<file path="src/rtl/hpf_pkg.sv">
package hpf_pkg;
   localparam int unsigned CODE_W = 2;
   localparam int unsigned OUT_W  = 4;

   typedef enum logic [CODE_W-1:0] {
      ST_IDLE  = 2'b00,
      ST_ISSUE = 2'b01,
      ST_WAIT  = 2'b10,
      ST_DONE  = 2'b11
   } st_e;

   typedef struct packed {
      logic busy;
      logic req;
      logic done;
      logic grant;
   } ctl_out_t;
endpackage

</file>
<file path="src/rtl/hpf_next.sv">
module hpf_next
   import hpf_pkg::*;
(
   input  st_e  cur_i,
   input  logic start_i,
   input  logic ack_i,
   input  logic abort_i,
   output st_e  nxt_o
);
   always_comb begin
      nxt_o = cur_i;
      unique case (cur_i)
         ST_IDLE:  if (start_i) nxt_o = ST_ISSUE;
         ST_ISSUE: nxt_o = abort_i ? ST_IDLE : ST_WAIT;
         ST_WAIT: begin
            if (abort_i)    nxt_o = ST_IDLE;
            else if (ack_i) nxt_o = ST_DONE;
         end
         ST_DONE:  nxt_o = ST_IDLE;
         default:  nxt_o = ST_IDLE;
      endcase
   end
endmodule

</file>
<file path="src/rtl/hpf_out.sv">
module hpf_out
   import hpf_pkg::*;
(
   input  st_e      cur_i,
   input  logic     ack_i,
   input  logic     abort_i,
   output ctl_out_t y_o
);
   always_comb begin
      y_o.busy  = (cur_i != ST_IDLE);
      y_o.req   = (cur_i == ST_ISSUE);
      y_o.done  = (cur_i == ST_DONE);
      y_o.grant = (cur_i == ST_WAIT) && ack_i && !abort_i;
   end
endmodule

</file>
<file path="src/rtl/trc_cell.sv">
module trc_cell (
   input  logic a0_i,
   input  logic a1_i,
   input  logic b0_i,
   input  logic b1_i,
   output logic z0_o,
   output logic z1_o
);
   assign z0_o = (a0_i & b0_i) | (a1_i & b1_i);
   assign z1_o = (a0_i & b1_i) | (a1_i & b0_i);
endmodule

</file>
<file path="src/rtl/trc_tree.sv">
module trc_tree #(
   parameter int unsigned N = 4
) (
   input  logic [N-1:0] in0_i,
   input  logic [N-1:0] in1_i,
   output logic         z0_o,
   output logic         z1_o
);
   localparam int unsigned NODES = 2*N - 1;

   logic [NODES-1:0] n0, n1;

   if (N < 1) begin : g_bad_n
      $error("trc_tree: N must be at least 1");
   end

   for (genvar i = 0; i < N; i++) begin : g_leaf
      assign n0[N-1+i] = in0_i[i];
      assign n1[N-1+i] = in1_i[i];
   end

   for (genvar k = 0; k + 1 < N; k++) begin : g_node
      trc_cell u_cell (
         .a0_i (n0[2*k+1]),
         .a1_i (n1[2*k+1]),
         .b0_i (n0[2*k+2]),
         .b1_i (n1[2*k+2]),
         .z0_o (n0[k]),
         .z1_o (n1[k])
      );
   end

   assign z0_o = n0[0];
   assign z1_o = n1[0];
endmodule

</file>
<file path="src/rtl/hpf_ctrl.sv">
module hpf_ctrl
   import hpf_pkg::*;
#(
   parameter int unsigned N_EXT = 2
) (
   input  logic             clk,
   input  logic             rst_n,
   input  logic             start_i,
   input  logic             ack_i,
   input  logic             abort_i,
   input  logic [N_EXT-1:0] ext_err0_i,
   input  logic [N_EXT-1:0] ext_err1_i,
   output logic [CODE_W:0]  state_o,
   output logic             busy_o,
   output logic             req_o,
   output logic             done_o,
   output logic             grant_o,
   output logic             err0_o,
   output logic             err1_o
);
   localparam int unsigned NPAIR = 1 + OUT_W + N_EXT;

   if (N_EXT < 1) begin : g_bad_ext
      $error("hpf_ctrl: N_EXT must be at least 1");
   end

   logic [CODE_W:0] st_q;
   st_e             cur, nxt;
   ctl_out_t        y_copy [2];
   logic [OUT_W-1:0] y_a, y_b;

   assign cur = st_e'(st_q[CODE_W-1:0]);

   hpf_next u_next (
      .cur_i   (cur),
      .start_i (start_i),
      .ack_i   (ack_i),
      .abort_i (abort_i),
      .nxt_o   (nxt)
   );

   always_ff @(posedge clk or negedge rst_n) begin
      if (!rst_n) st_q <= {1'b1, ST_IDLE};
      else        st_q <= {~^nxt, nxt};
   end

   for (genvar c = 0; c < 2; c++) begin : g_dup
      hpf_out u_out (
         .cur_i   (cur),
         .ack_i   (ack_i),
         .abort_i (abort_i),
         .y_o     (y_copy[c])
      );
   end

   assign y_a = y_copy[0];
   assign y_b = y_copy[1];

   logic [NPAIR-1:0] pr0, pr1;
   assign pr0 = {ext_err0_i, y_a,  st_q[CODE_W]};
   assign pr1 = {ext_err1_i, ~y_b, ^st_q[CODE_W-1:0]};

   trc_tree #(.N(NPAIR)) u_tree (
      .in0_i (pr0),
      .in1_i (pr1),
      .z0_o  (err0_o),
      .z1_o  (err1_o)
   );

   assign state_o = st_q;
   assign busy_o  = y_copy[0].busy;
   assign req_o   = y_copy[0].req;
   assign done_o  = y_copy[0].done;
   assign grant_o = y_copy[0].grant;
endmodule

</file>
<file path="config.mk">
export PLATFORM = sky130hd
export DESIGN_NAME = hpf_ctrl
export DESIGN_NICKNAME = d
export VERILOG_FILES = /design/src/rtl/hpf_pkg.sv /design/src/rtl/hpf_next.sv /design/src/rtl/hpf_out.sv /design/src/rtl/trc_cell.sv /design/src/rtl/trc_tree.sv /design/src/rtl/hpf_ctrl.sv
export SDC_FILE = /design/constraint.sdc
export NUM_CORES = 1
export LEC_CHECK = 0
export BUFFER_PORTS_ARGS = -buffer_cell sky130_fd_sc_hd__buf_4
export CORE_AREA = 10 10 47 49
export DETAILED_ROUTE_END_ITERATION = 10
export DIE_AREA = 0 0 57 59
export GPL_TIMING_DRIVEN = 1
export PLACE_DENSITY = 0.58
export SLEW_MARGIN = 20
export SYNTH_ARGS = -nofsm -noshare
export SYNTH_HDL_FRONTEND = slang
export SYNTH_SLANG_ARGS = --single-unit
</file>
<file path="constraint.sdc">
create_clock -name clk -period 1.5 [get_ports clk]
set_clock_uncertainty 0.1 [all_clocks]
set_input_delay 0 -clock clk [delete_from_list [all_inputs] [get_ports clk]]
set_output_delay 0 -clock clk [all_outputs]
set_load 0.01 [all_outputs]
</file>
==> results.yml <==
synth:
  syn_nets: 45
  ys_top_cells_by_area: "ha_1, dfrtp_1, dfstp_2"
  yosys.area.top_type: "ha_1"
  avgSynthCellArea_um2: 9.93
  ys_seq_elements: 3
  netlist_area_um2: 308
  synth.top_cell.area_share: 0.203
  synth.distinct_cells: 18
  yosysWarnings: 0
  ys_seq_area_frac: 0.248
  syn_inst: 31
floorplan:
  core-area_um2: 1400
  fp.dieW_um: 57
  fp.dieH_um: 59
  dieArea_um2: 3360
  rows: 14
  initial_utilization: 0.220
  ioPinCount: 18
grt:
  grt_max_degree: 6
  grt_use_total: 0.0554
  grt_pass1_vias: 373
  grt_pass1_wl_mm: 1.53
  grt_antenna_before_repair: 0
  grt_overflow_total: 0
hold_path:
  min_path_type: "in -> reg"
clock_network:
  root_buffer: "clkbuf_4"
  ctsHtreeMaxLevel: 1
  tritoncts: "yes"
  cts_sinks: 3
  numCtsBuffers: 3
  clk_latency_ns: 0.23
  path_clk_slew_ns: 0.03
  clock_tree.buffer_depth: 2
power_and_ir_drop:
  swShare: 0.396
  p_leak_nw: 0.309
  power.internal_mw: 0.838
  clkPwrFrac: 0.098
  power_density_nw_per_um2: 2240
  seqPwrFrac: 0.136
  comb_power_share: 0.766
  irDropWorstVdd_mv: 0.946
  p_switching_mw: 0.548
  power_mw: 1.39
setup_path:
  rrSetupSlack_ns: -0.09
  crit_path_max_incr_delay_ns: 0.43
  path_cells: "ha_4 -> nand2b_4 -> nor2_4 -> xor2_1 -> ha_1 -> mux2i_2 -> buf_4"
  crit_fanout: 4
  crit_required_ns: 1.40
  critical_path_class: "reg -> out"
  cp_num_buf_inv: 1
  endpoint_kind: "output pin"
  cp-start-kind: "flip-flop"
  critPathArrivalTime_ns: 1.80
  crit_slowest_cell: "dfrtp_2"
  crit_family: "adder cells"
timing:
  fin_tns_setup_ns: -0.884
  finalHoldViolations: 0
  fin_crit_ns: 1.90
  layout_setup_ws_ns: -0.397
  slew_viol_final: 0
  fmax_mhz: 527
  whs_ns: 0.0426
  rsz0062_at_grt: "yes"
  layout_worst_path_cycle_share: 1.26
  setup_violations: 3
  slew_headroom: 0.805
  worst_slew_pin_slew_ns: 0.293
layout:
  final_core_util: 0.442
  fin_cells: 79
  layout.nets: 78
  drive_gt1_frac: 0.651
  fin_area_um2: 619
  diodes: 0
  areaGrowthSynthToFinish_pct: 101
  largest_register_ffs: 3
detailed_routing:
  vias: 329
  wirelength_um: 883
  drt_pass1_iterations: 2
  wl_per_cell_um: 11.2
  drt-initial-drc-count: 3
  antenna_left: 0
  via_per_inst: 4.16
  drc: 0
status:
  violations: "setup timing"
  status: "complete, but fails checks"
placed_design:
  gp_congestion: 0.635
  pre_cts_ws_ns: -0.191
  place_inst: 70
  dp_hpwl_um: 739
  placed_area_um2: 538
  portBuffers: 17
flow_run:
  maxCapViolCount: 0
==> power groups by stage <==
stage	clock network, mW	logic (mW)	registers [mW]
6_report	0.136	1.06	0.188
5_1_grt	0.151	1.19	0.197
4_1_cts	0.142	1.07	0.188
3_5_place_dp	0	1.06	0.188
3_3_place_gp	0	1.05	0.185
2_1_floorplan	0	0.624	0.202
==> timing repair <==
item / in CTS / in global routing
resized for setup: 0 / 3
pin swaps: 2 / 1
hold buffers: 3 / 0
endpoints found under the hold margin: 4 / 0
setup buffers: 1 / 1
setup endpoints to repair: 3 / 4
==> cells by family (layout without fill, tap and decap cells) <==
family,Yosys count,in the layout,share of synthesized area
flops,3,3,0.248
simple gates,5,5,0.0976
fa+ha+maj,5,5,0.203
compound gates,8,8,0.228
xor+xnor,3,3,0.0854
mux,2,2,0.0650
buf+inv,5,37,0.0732
==> cell usage in the layout (no fill, tap or decap) <==
cell           netlist  final
ha_4                 0      1
xor2_1               1      1
mux2i_2              0      2
ha_2                 0      1
dfstp_2              1      1
o31ai_2              1      1
nand3b_1             1      1
or3b_1               1      1
nor2_4               0      1
ha_1                 5      3
buf_4                1     24
o21bai_1             1      1
dlygate4sd3_1        0      3
clkbuf_4             0      3
o21ai_0              1      1
a22o_1               2      2
o211ai_2             1      1
buf_6                0      2
inv_2                0      1
clkbuf_1             0      1
nor2_1               2      1
xnor2_1              2      2
inv_1                4      3
nand2b_4             0      1
a22oi_1              2      2
dfrtp_2              0      2
==> worst min-delay path, cell delays in order <==
cell	delay, ns
buf_4	0.09
or3b_1	0.11
o211ai_2	0.11
==> synth_stat cells <==
cell / n
nor2_1: 2
dfstp_2: 1
o31ai_2: 1
nand2b_1: 1
buf_4: 1
mux2i_1: 2
dfrtp_1: 2
inv_1: 4
xor2_1: 1
nand3b_1: 1
o21ai_0: 1
ha_1: 5
or3b_1: 1
o21bai_1: 1
a22oi_1: 2
a22o_1: 2
o211ai_2: 1
xnor2_1: 2
==> path summary, 6_finish.rpt <==
check	startpoint	cells after the start	endpoint
setup / recovery	state_o[1]	7	err1_o
hold / removal	abort_i	3	state_o[1]
setup reg to reg	state_o[1]	6	state_o[2]
hold reg to reg	state_o[0]	3	state_o[0]
max in group asynchronous	rst_n	3	state_o[1]
min in group asynchronous	rst_n	2	state_o[2]
==> cell type report <==
type                    instances  area (um^2)
repair buffers                 29          233
clock buffers                   4         26.3
well taps                      16         20.0
fillers                       143          782
inverters                       4         15.0
flip-flops and latches          3         78.8
multi-input cells              23          246
==> metal layers <==
metal  wire length (um)  global-route usage
met1                363              0.0572
met2                438              0.0899
met3                 81              0.0279
met4                  0              0.0302
met5                  0                   0
Note: power is estimated with default switching activity, not from simulation.
